## src/rtl/lcm_dwell_pkg.sv

```systemverilog
package lcm_dwell_pkg;

  localparam int SECTORS = 12;
  // pi/2 in Q30 and 2/sqrt(3) in Q20
  localparam longint HALF_PI_Q30   = 64'sd1686629713;
  localparam longint INV_SIN60_Q20 = 64'sd1210791;

  typedef enum logic {SECT_ODD = 1'b0, SECT_EVEN = 1'b1} sect_kind_e;

  // sin(idx * 90deg / steps) in Q(frac), odd Taylor series to x^11
  function automatic int sine_point(input int idx, input int steps, input int frac);
    longint x, term, acc;
    x    = (HALF_PI_Q30 * longint'(idx)) / longint'(steps);
    term = x;
    acc  = x;
    for (int k = 1; k <= 5; k++) begin
      term = (term * x) >>> 30;
      term = (term * x) >>> 30;
      term = -term / longint'((2 * k) * (2 * k + 1));
      acc  = acc + term;
    end
    return int'((acc + (longint'(1) <<< (29 - frac))) >>> (30 - frac));
  endfunction

  // first angle code that belongs to sector index k
  function automatic longint sector_edge(input int k, input int ang_w);
    return ((longint'(k) <<< ang_w) + 11) / 12;
  endfunction

  // (2/sqrt(3)) * ts rounded to an integer
  function automatic longint period_gain(input int ts);
    return (longint'(ts) * INV_SIN60_Q20 + (longint'(1) <<< 19)) >>> 20;
  endfunction

endpackage

```

## src/rtl/dw_sector_ladder.sv

```systemverilog
module dw_sector_ladder
  import lcm_dwell_pkg::*;
#(
  parameter int ANG_W    = 16,
  parameter int SUB_BITS = 6,
  parameter int IDX_W    = 8
) (
  input  logic [ANG_W-1:0] angle,
  output logic [3:0]       sector_idx,
  output logic             upper_half,
  output logic [IDX_W-1:0] idx_first,
  output logic [IDX_W-1:0] idx_second
);
  localparam int STEPS    = 1 << SUB_BITS;
  localparam int SCALED_W = ANG_W + 4;

  logic [SECTORS-2:0]    above;
  logic [SCALED_W-1:0]   scaled;
  logic [SCALED_W-1:0]   base;
  logic [SUB_BITS-1:0]   sub;
  sect_kind_e            kind;

  for (genvar k = 1; k < SECTORS; k++) begin : g_rung
    localparam logic [ANG_W-1:0] EDGE = ANG_W'(sector_edge(k, ANG_W));
    assign above[k-1] = (angle >= EDGE);
  end

  always_comb begin
    sector_idx = 4'd0;
    for (int i = 0; i < SECTORS - 1; i++) begin
      sector_idx = sector_idx + {3'd0, above[i]};
    end
  end

  assign scaled     = SCALED_W'(angle) * SCALED_W'(12);
  assign base       = SCALED_W'(sector_idx) << ANG_W;
  assign sub        = SUB_BITS'((scaled - base) >> (ANG_W - SUB_BITS));
  assign upper_half = sub[SUB_BITS-1];
  assign kind       = sector_idx[0] ? SECT_EVEN : SECT_ODD;

  // all sine arguments folded into 0..90 degrees, STEPS per 30 degrees
  always_comb begin
    if (kind == SECT_ODD) begin
      idx_first  = IDX_W'(2 * STEPS) + IDX_W'(sub);
      idx_second = IDX_W'(sub);
    end else begin
      idx_first  = IDX_W'(3 * STEPS) - IDX_W'(sub);
      idx_second = IDX_W'(STEPS) - IDX_W'(sub);
    end
  end
endmodule

```

## src/rtl/dw_sine_mul.sv

```systemverilog
module dw_sine_mul
  import lcm_dwell_pkg::*;
#(
  parameter int MAG_W    = 16,
  parameter int SIN_FRAC = 15,
  parameter int SUB_BITS = 6,
  parameter int IDX_W    = 8,
  parameter int SIN_W    = SIN_FRAC + 1,
  parameter int PROD_W   = MAG_W + SIN_W
) (
  input  logic [MAG_W-1:0]            mag,
  input  logic [1:0][IDX_W-1:0]       idx,
  output logic [1:0][PROD_W-1:0]      prod
);
  localparam int STEPS   = 1 << SUB_BITS;
  localparam int ENTRIES = 3 * STEPS + 1;

  logic [SIN_W-1:0] tbl [ENTRIES];

  for (genvar i = 0; i < ENTRIES; i++) begin : g_tbl
    assign tbl[i] = SIN_W'(sine_point(i, 3 * STEPS, SIN_FRAC));
  end

  for (genvar c = 0; c < 2; c++) begin : g_ch
    assign prod[c] = PROD_W'(mag) * PROD_W'(tbl[idx[c]]);
  end
endmodule

```

## src/rtl/dw_time_scale.sv

```systemverilog
module dw_time_scale #(
  parameter int     PROD_W = 32,
  parameter longint GAIN   = 11547,
  parameter int     GAIN_W = 14,
  parameter int     SHIFT  = 31,
  parameter int     TW     = 15
) (
  input  logic [PROD_W-1:0] prod,
  output logic [TW-1:0]     t
);
  localparam int MUL_W = PROD_W + GAIN_W;

  logic [MUL_W-1:0] full;

  assign full = MUL_W'(prod) * MUL_W'(GAIN);
  assign t    = TW'(full >> SHIFT);
endmodule

```

## src/rtl/dw_clamp.sv

```systemverilog
module dw_clamp #(
  parameter int TS_CYCLES = 10000,
  parameter int CNT_W     = 14,
  parameter int TW        = CNT_W + 1
) (
  input  logic [TW-1:0]    ta,
  input  logic [TW-1:0]    tb,
  output logic [CNT_W-1:0] fa,
  output logic [CNT_W-1:0] fb,
  output logic [CNT_W-1:0] fz,
  output logic             over
);
  localparam int SUM_W = TW + 1;
  localparam int NUM_W = TW + CNT_W;
  localparam logic [CNT_W-1:0] TS_V = CNT_W'(TS_CYCLES);

  logic [SUM_W-1:0] sum;
  logic [NUM_W-1:0] num;
  logic [NUM_W-1:0] den;

  assign sum  = SUM_W'(ta) + SUM_W'(tb);
  assign over = (sum > SUM_W'(TS_CYCLES));
  assign num  = NUM_W'(ta) * NUM_W'(TS_V);
  assign den  = over ? NUM_W'(sum) : NUM_W'(1);

  always_comb begin
    if (over) begin
      fa = CNT_W'(num / den);
      fb = TS_V - fa;
      fz = '0;
    end else begin
      fa = CNT_W'(ta);
      fb = CNT_W'(tb);
      fz = TS_V - CNT_W'(sum);
    end
  end
endmodule

```

## src/rtl/twelve_sector_dwell.sv

```systemverilog
module twelve_sector_dwell
  import lcm_dwell_pkg::*;
#(
  parameter int ANG_W     = 16,
  parameter int MAG_W     = 16,
  parameter int TS_CYCLES = 10000,
  parameter int SUB_BITS  = 6,
  parameter int SIN_FRAC  = 15,
  localparam int CNT_W    = $clog2(TS_CYCLES + 1)
) (
  input  logic             clk,
  input  logic             rst_n,
  input  logic             req_valid,
  input  logic [ANG_W-1:0] req_angle,
  input  logic [MAG_W-1:0] req_mag,
  output logic             out_valid,
  output logic [3:0]       out_sector,
  output logic             out_upper_half,
  output logic [CNT_W-1:0] out_t_first,
  output logic [CNT_W-1:0] out_t_second,
  output logic [CNT_W-1:0] out_t_zero
);
  localparam int     IDX_W  = $clog2(3 * (1 << SUB_BITS) + 1);
  localparam int     SIN_W  = SIN_FRAC + 1;
  localparam int     PROD_W = MAG_W + SIN_W;
  localparam longint GAIN   = period_gain(TS_CYCLES);
  localparam int     GAIN_W = $clog2(GAIN + 1);
  localparam int     TW     = CNT_W + 1;

  // stage 1: sector decode
  logic [3:0]            sec_c;
  logic                  half_c;
  logic [1:0][IDX_W-1:0] idx_c;
  logic                  v1;
  logic [3:0]            sec1;
  logic                  half1;
  logic [1:0][IDX_W-1:0] idx1;
  logic [MAG_W-1:0]      mag1;

  dw_sector_ladder #(.ANG_W(ANG_W), .SUB_BITS(SUB_BITS), .IDX_W(IDX_W)) u_ladder (
    .angle(req_angle), .sector_idx(sec_c), .upper_half(half_c),
    .idx_first(idx_c[0]), .idx_second(idx_c[1])
  );

  always_ff @(posedge clk) begin
    if (!rst_n) begin
      v1 <= 1'b0; sec1 <= '0; half1 <= 1'b0; idx1 <= '0; mag1 <= '0;
    end else begin
      v1 <= req_valid;
      if (req_valid) begin
        sec1 <= sec_c; half1 <= half_c; idx1 <= idx_c; mag1 <= req_mag;
      end
    end
  end

  // stage 2: sine lookup times magnitude
  logic [1:0][PROD_W-1:0] prod_c;
  logic                   v2;
  logic [3:0]             sec2;
  logic                   half2;
  logic [1:0][PROD_W-1:0] prod2;

  dw_sine_mul #(.MAG_W(MAG_W), .SIN_FRAC(SIN_FRAC), .SUB_BITS(SUB_BITS),
                .IDX_W(IDX_W), .SIN_W(SIN_W), .PROD_W(PROD_W)) u_sine (
    .mag(mag1), .idx(idx1), .prod(prod_c)
  );

  always_ff @(posedge clk) begin
    if (!rst_n) begin
      v2 <= 1'b0; sec2 <= '0; half2 <= 1'b0; prod2 <= '0;
    end else begin
      v2 <= v1;
      if (v1) begin
        sec2 <= sec1; half2 <= half1; prod2 <= prod_c;
      end
    end
  end

  // stage 3: scale to period counts
  logic [1:0][TW-1:0] t_c;
  logic               v3;
  logic [3:0]         sec3;
  logic               half3;
  logic [1:0][TW-1:0] t3;

  for (genvar c = 0; c < 2; c++) begin : g_scale
    dw_time_scale #(.PROD_W(PROD_W), .GAIN(GAIN), .GAIN_W(GAIN_W),
                    .SHIFT(MAG_W + SIN_FRAC), .TW(TW)) u_scale (
      .prod(prod2[c]), .t(t_c[c])
    );
  end

  always_ff @(posedge clk) begin
    if (!rst_n) begin
      v3 <= 1'b0; sec3 <= '0; half3 <= 1'b0; t3 <= '0;
    end else begin
      v3 <= v2;
      if (v2) begin
        sec3 <= sec2; half3 <= half2; t3 <= t_c;
      end
    end
  end

  // stage 4: overflow clamp and zero time
  logic [CNT_W-1:0] fa_c, fb_c, fz_c;
  logic             over_c;
  logic             clamp_q;

  dw_clamp #(.TS_CYCLES(TS_CYCLES), .CNT_W(CNT_W), .TW(TW)) u_clamp (
    .ta(t3[0]), .tb(t3[1]), .fa(fa_c), .fb(fb_c), .fz(fz_c), .over(over_c)
  );

  always_ff @(posedge clk) begin
    if (!rst_n) begin
      out_valid <= 1'b0; out_sector <= '0; out_upper_half <= 1'b0;
      out_t_first <= '0; out_t_second <= '0; out_t_zero <= '0; clamp_q <= 1'b0;
    end else begin
      out_valid <= v3;
      if (v3) begin
        out_sector     <= sec3 + 4'd1;
        out_upper_half <= half3;
        out_t_first    <= fa_c;
        out_t_second   <= fb_c;
        out_t_zero     <= fz_c;
        clamp_q        <= over_c;
      end
    end
  end
endmodule

```

## config.mk

```make
export PLATFORM = sky130hd
export DESIGN_NAME = twelve_sector_dwell
export DESIGN_NICKNAME = d
export VERILOG_FILES = /design/src/rtl/lcm_dwell_pkg.sv /design/src/rtl/dw_sector_ladder.sv /design/src/rtl/dw_sine_mul.sv /design/src/rtl/dw_time_scale.sv /design/src/rtl/dw_clamp.sv /design/src/rtl/twelve_sector_dwell.sv
export SDC_FILE = /design/constraint.sdc
export NUM_CORES = 2
export LEC_CHECK = 0
export ABC_AREA = 1
export ABC_CLOCK_PERIOD_IN_PS = 173200
export BUFFER_PORTS_ARGS = -buffer_cell sky130_fd_sc_hd__buf_2
export CAP_MARGIN = 20
export CORE_MARGIN = 2
export CORE_UTILIZATION = 45
export CTS_BUF_LIST = sky130_fd_sc_hd__clkbuf_16
export DETAILED_ROUTE_END_ITERATION = 7
export PLACE_DENSITY = 0.57
export SETUP_SLACK_MARGIN = 0.02
export SYNTH_ARGS = -nofsm -noshare
export SYNTH_HDL_FRONTEND = slang
export SYNTH_SLANG_ARGS = --single-unit
```

## constraint.sdc

```tcl
create_clock -name clk -period 173.2 [get_ports clk]
set_input_delay 17.32 -clock clk [delete_from_list [all_inputs] [get_ports clk]]
set_output_delay 17.32 -clock clk [all_outputs]
set_load 0.02 [all_outputs]
```

; ---- Yosys cells after proc, flatten, opt, wreduce, memory -nomap -nowiden
; Memory sizes are Yosys's and may differ from the RTL's.
; Cells that the tools add are included.
[totals]
register_bits = 192
latch_bits = 0
ramBits = 0
mem_bits_ro = 8192
in_bits = 35
out_inout_bits = 48
word_cells = 76
mem_count = 2
[mem_list]
columns = memory, words, word_bits, read_ports, rd_clocked_by_memory_dff, wr, line
row1 = (name not given), 256, 16, 1, 0, 0, dw_sine_mul.sv:25  ; assign prod[c] = PROD_W'(mag) * PROD_W'(tbl[idx[c]]);
row2 = (name not given), 256, 16, 1, 0, 0, dw_sine_mul.sv:25
[op_classes]
addsub = 18
n_mul = 6
n_div = 1
magnitude_cmp = 14
eq_ne = 0
shift = 0
mux = 11
bitwise = 2
n_reduce_logical = 0
[ops]
columns = cell, n
row1 = 16-bit greater-or-equal comparator (second input constant), 6
row2 = 32-bit by 14-bit multiplier with 46-bit output (second input constant), 2
row3 = 16-bit two-way mux, 5
row4 = 16-bit by 16-bit multiplier with 32-bit output, 2
row5 = 16-bit by 15-bit greater-or-equal comparator with 1-bit output (second input constant), 3
row6 = 14-bit two-way mux, 3
row7 = 4-bit by 1-bit adder with 4-bit output, 9
row8 = 29-bit by 29-bit divider with 29-bit output, 1
row9 = 14-bit subtractor (first input constant), 2
row10 = 15-bit by 10-bit multiplier with 25-bit output (second input constant), 1
row11 = 9-bit greater-or-equal comparator (second input constant), 2
row12 = 8-bit inverter with 9-bit output, 2
row13 = 15-bit by 15-bit adder with 16-bit output, 1
row14 = 16-bit by 13-bit greater-or-equal comparator with 1-bit output (second input constant), 1
row15 = 16-bit by 14-bit greater-or-equal comparator with 1-bit output (second input constant), 1
row16 = 16-bit by 14-bit > comparator with 1-bit output (second input constant), 1
row17 = 16-bit by 2-bit multiplier with 14-bit output (second input constant), 1
row18 = 8-bit two-way mux, 2
row19 = 16-bit by 1-bit subtractor with 16-bit output (second input constant), 1
row20 = 8-bit by 6-bit adder with 8-bit output (first input constant), 1
row21 = 7-bit by 6-bit subtractor with 8-bit output (first input constant), 1
row22 = 7-bit by 7-bit subtractor with 8-bit output (first input constant), 1
row23 = 4-bit by 1-bit adder with 4-bit output (second input constant), 1
row24 = 1-bit by 1-bit adder with 2-bit output, 1
row25 = 1-bit two-way mux, 1

; ---- Depth between registers and ports, before layout
[depth]
ltp_word = 13
ltp_mapped = 637
mapped_depth_nobuf = 596

; ---- Cells and area by module
; A second synthesis with hierarchy kept.
[unflattened]
hier_cells = 11564
hier_area_um2 = 76225.6
[modules_own_cells]
columns = module, n_inst, cells_per_inst, area_per_inst_um2, seq_area_each_um2
row1 = dw_clamp, 1, 4123, 24547.3, 0.0
row2 = dw_sine_mul, 1, 3502, 23503.8, 0.0
row3 = dw_time_scale (g_scale[0].u_scale), 1, 1423, 9954.5, 0.0
row4 = dw_time_scale (g_scale[1].u_scale), 1, 1410, 9907.0, 0.0
row5 = twelve_sector_dwell, 1, 835, 6640.1, 3843.7
row6 = dw_sector_ladder, 1, 271, 1672.9, 0.0

; ---- Least setup slack after synthesis
; No wires, ideal clock.
[synth_path]
path_kind = reg2reg
start = register t3[4] (netlist name)
end = register out_t_second[12]
setup_ps = 132
arrival_time_ps = 80064
required_time_ps = 173068
path_slack_ps = 93004
stages_incl_launch_ff = 624
path_buffers = 43
synth_period_minus_slack_ps = 80196
cell_sequence = dfxtp_1 > inv_1 > fa_1 > inv_1 > ha_1 > inv_1 > fa_1 > inv_1 > ha_1 > inv_1 > fa_1 > inv_1 > ha_1 > nand2_1 > inv_2 > nand2_1 > nor3_1 > nand2_1 > [... 588 more ...] > nand3_1 > a21oi_1 > nand3_1 > nand2_1 > nor2_1 > nand2_1 > nor2_4 > ha_1 > nand3_1 > nand2_1 > nand2_1 > inv_1 > nor2_1 > inv_1 > nand2_1 > a31oi_1 > o21ai_0 > a21oi_1
[synth_between]
elab_chain_len = 6
word_cells_on_any_way = 7
classes_between = add/sub (2) / mul (1) / div (1) / order compare (1) / mux (2)
[synth_rtl]
columns = item, line
row1 = from (decl), twelve_sector_dwell.sv:84  ; logic [1:0][TW-1:0] t3;
row2 = from (signal assigned), twelve_sector_dwell.sv:95  ; v3 <= 1'b0; sec3 <= '0; half3 <= 1'b0; t3 <= '0;
row3 = from (signal assigned), twelve_sector_dwell.sv:99  ; sec3 <= sec2; half3 <= half2; t3 <= t_c;
row4 = 15-bit by 15-bit adder with 16-bit output, dw_clamp.sv:21  ; assign sum = SUM_W'(ta) + SUM_W'(tb);
row5 = 16-bit by 14-bit > comparator with 1-bit output, dw_clamp.sv:22  ; assign over = (sum > SUM_W'(TS_CYCLES));
row6 = 16-bit two-way mux, dw_clamp.sv:24  ; assign den = over ? NUM_W'(sum) : NUM_W'(1);
row7 = 29-bit by 29-bit divider with 29-bit output, dw_clamp.sv:28  ; fa = CNT_W'(num / den);
row8 = 14-bit subtractor, dw_clamp.sv:29  ; fb = TS_V - fa;
row9 = 14-bit two-way mux (*), dw_clamp.sv:27  ; if (over) begin
row10 = to (signal assigned), twelve_sector_dwell.sv:116  ; out_t_first <= '0; out_t_second <= '0; out_t_zero <= '0; clamp_q <= 1'b0;
row11 = to (signal assigned), twelve_sector_dwell.sv:123  ; out_t_second <= fb_c;
row12 = to (decl), twelve_sector_dwell.sv:20  ; output logic [CNT_W-1:0] out_t_second,
; Every way passes the cells marked *; elsewhere a longest branch is shown, timed or not.
; A chain may end at the register's enable or synchronous reset.

; ---- Worst setup path in the final report
[layout_path]
start = register t3[7] (netlist name)
end = register out_t_second[12]
; The elaborated chain is that of the path after synthesis.

==> run metrics <==
final setup vio count 0; syn_nets 10900; CTS hold repair buffers 0; most frequent cells in the layout inv_1, nand2_1, ha_1; die span in x roughly 380 um; first-pass GRT wire length roughly 310 mm; hold_sp out_t_first[13]$_SDFFE_PN0P_; Via Count ~57000; Max-Cap Viols 0; Die H ~380 um; fraction of final layout cells sized beyond drive strength 1 0.0458; worst flop-to-flop path endpoint out_t_second[12]$_SDFFE_PN0P_; vias in the first global route 57000; GRT Total Usage 0.263; Synth top area share 0.231; kind of critical path reg2reg; Buffers on Ports 82; core area 0.142 sq mm; Syn Area/Cell about 7.1 sq um; critical path endpoint category register; hold crit path type reg2reg; maximum fanout along the worst path 38; RSZ-0062 raised after global routing false; post-synthesis async set-or-reset flop share 0; TritonRoute pass-1 iters 7; sequential area share after synthesis 0.0572; Final Hold Fails 0; Synth Cell Area approximately 0.064 sq mm; Ys Warns 0; clock slew at reported path FFs 0.08 ns; slowest CP cell nor2_1; gpl congestion 0.994; Clock Skew 0.0270 ns; area of the die about 0.15 sq mm; Critical Path Start t3[7]$_SDFFE_PN0P_; critical path endpoint out_t_second[12]$_SDFFE_PN0P_; synthesized flop and latch total 184; Yosys cell types a little over 70; Top FF cell, synth dfxtp_1; CTS sink count between 150 and 200; most common cell after layout, fill and taps aside inv_1; DR vias/cell 5.26; period utilization 0.518; area grow syn2layout 4.66%; CP Data Arrival Time about 90 ns; Synth area leaders fa_1, ha_1, inv_1; worst-case clock buffer depth 2; later-pin clock latency in the skew report around 0.54 ns; slowest stage delay, CP around 0.58 ns; Worst slew margin 0.295; leading area contributor after synthesis fa_1; FILL cells approximately 15000; Post-synth EDFFs 0; largest net degree at the start of global routing a little over 70; Initial Util 0.454; final hold slack about 0.46 ns; FF+latch area around 0.0037 sq mm; Routed Wire Length 191 mm; area of the multi-input gates around 0.052 sq mm; Period minus WS final 89.78 ns; DPL Wire Length 159 mm; CP most frequent cell nand2_1; post_cts resized 0; Final nets around 11000; TritonCTS buffer count 17; initial antenna violation count 12; average wire per standard cell around 18 um; reg2reg path depth approximately 570; CTS Root Cell clkbuf_16; CP Launch Type register; post-layout util 0.475; Highest Clock Rate approximately 11 MHz; initial drt markers approximately 3400; cells after synthesis between 9000 and 10000; setup TNS 0 ns; Worst-Margin Slew between 1 and 1.5 ns; CTS tree built; Worst R2R Setup Slack between 80 and 90 ns; launch point of the worst reg-to-reg path t3[7]$_SDFFE_PN0P_; status finished clean; max-slew violations 0; worst endpoint required time roughly 170 ns; DRC violations left 0; I/O pin cnt between 80 and 90; row count 138; antenna viol nets, final 0; grt total ovfl 0; Setup Fix Bufs, Post-CTS 0; H-Tree Depth 4
==> cells by family (layout without fill, tap and decap cells) <==
logic type,Yosys count,count (layout),synth area share
buffers and inverters,2214,2167,0.130
adder cells (fa/ha/maj),1826,1826,0.441
multiplexers,1,1,0.000155
AO/OA/AOI/OAI,1394,1394,0.120
XOR/XNOR,373,373,0.0507
AND/OR/NAND/NOR,3030,3030,0.201
other,0,3,0
flip-flops,184,184,0.0572
==> how the worst min path moves through the flow <==
stage                                         endpoint  cells after the start  slack (ns)
final                     out_t_first[13]$_SDFFE_PN0P_                      2        0.46
after global routing       out_t_first[8]$_SDFFE_PN0P_                      2        0.48
after CTS                 out_t_first[13]$_SDFFE_PN0P_                      2        0.46
after detailed placement  out_t_first[13]$_SDFFE_PN0P_                      2        0.45
after global placement     out_t_first[8]$_SDFFE_PN0P_                      2        0.45
after floorplan             out_sector[0]$_SDFFE_PN0P_                      1        0.44
==> cell usage after synthesis (5+ instances only) <==
cell       instances
inv_1           1923
nand2_1         1681
ha_1            1083
fa_1             743
nor2_1           661
a21oi_1          616
o21ai_0          488
nand3_1          326
xor2_1           241
clkbuf_1         191
dfxtp_1          184
xnor2_1          132
nand4_1           98
or2_2             59
nand2_2           52
nor3_1            47
o21bai_1          46
inv_2             30
o31ai_1           30
a21o_1            29
a31oi_1           28
o21ai_1           28
o211ai_1          26
buf_1             25
clkinv_1          24
nand3_2           24
nand3b_1          19
a211oi_1          14
nor2_4            14
nor2_2            13
o2111ai_1         13
buf_2             12
o221ai_1          12
a221oi_1          10
o22ai_1            9
and2_1             7
a22oi_1            6
o311ai_0           6
a21oi_2            5
nand2_4            5
nand3_4            5
==> cell type report <==
type                            count  area share
Clock buffer                       17     0.00631
Sequential cell                   184      0.0546
Multi-Input combinational cell   6624       0.777
Inverter                         1978       0.110
Clock inverter                     13     0.00215
Timing Repair Buffer              159      0.0147
Antenna cell                        3    0.000111
Tap cell                         1890      0.0351
==> per-layer routing <==
layer | vias to the layer above | GRT usage | part of all wire
met5 | - | 0 | 0.00037
met4 | 12 | 0.0856 | 0.035
met3 | 344 | 0.0273 | 0.046
met2 | 1437 | 0.453 | 0.47
met1 | 27100 | 0.345 | 0.45
li1 | 28200 | - | -
==> state kept, by name, summed over array words and instances, names as in the netlist, 4 cells and up <==
name,count
mag1,16
out_t_zero,14
out_t_first,14
out_t_second,14
sec3,4
sec2,4
t3,30
prod2,64
sec1,4
idx1,8
out_sector,4
==> per-stage QoR <==
step           cell area, sq um  setup slack [ns]  std cells
2_1_floorplan             64400             93.00       9022
6_report                  67400             83.42      10900
5_1_grt                   67400             71.56      10900
3_3_place_gp              66800             87.26      10800
3_5_place_dp              66800             84.58      10800
4_1_cts                   67400             84.14      10900
==> worst max-delay path: cells and delay by family, from the launching register on <==
family                     cells  cell delay, ns
AOI/OAI and AO/OA            199           36.85
xor gates and xnor gates       1            0.23
adders and majority gates     36           12.24
buffers and inverters        110           11.57
DFF                            1            0.57
and+or+nand+nor              225           27.95
Power is not shown: default switching activity piles up to over one toggle a cycle in this logic, so the estimate is an artifact.
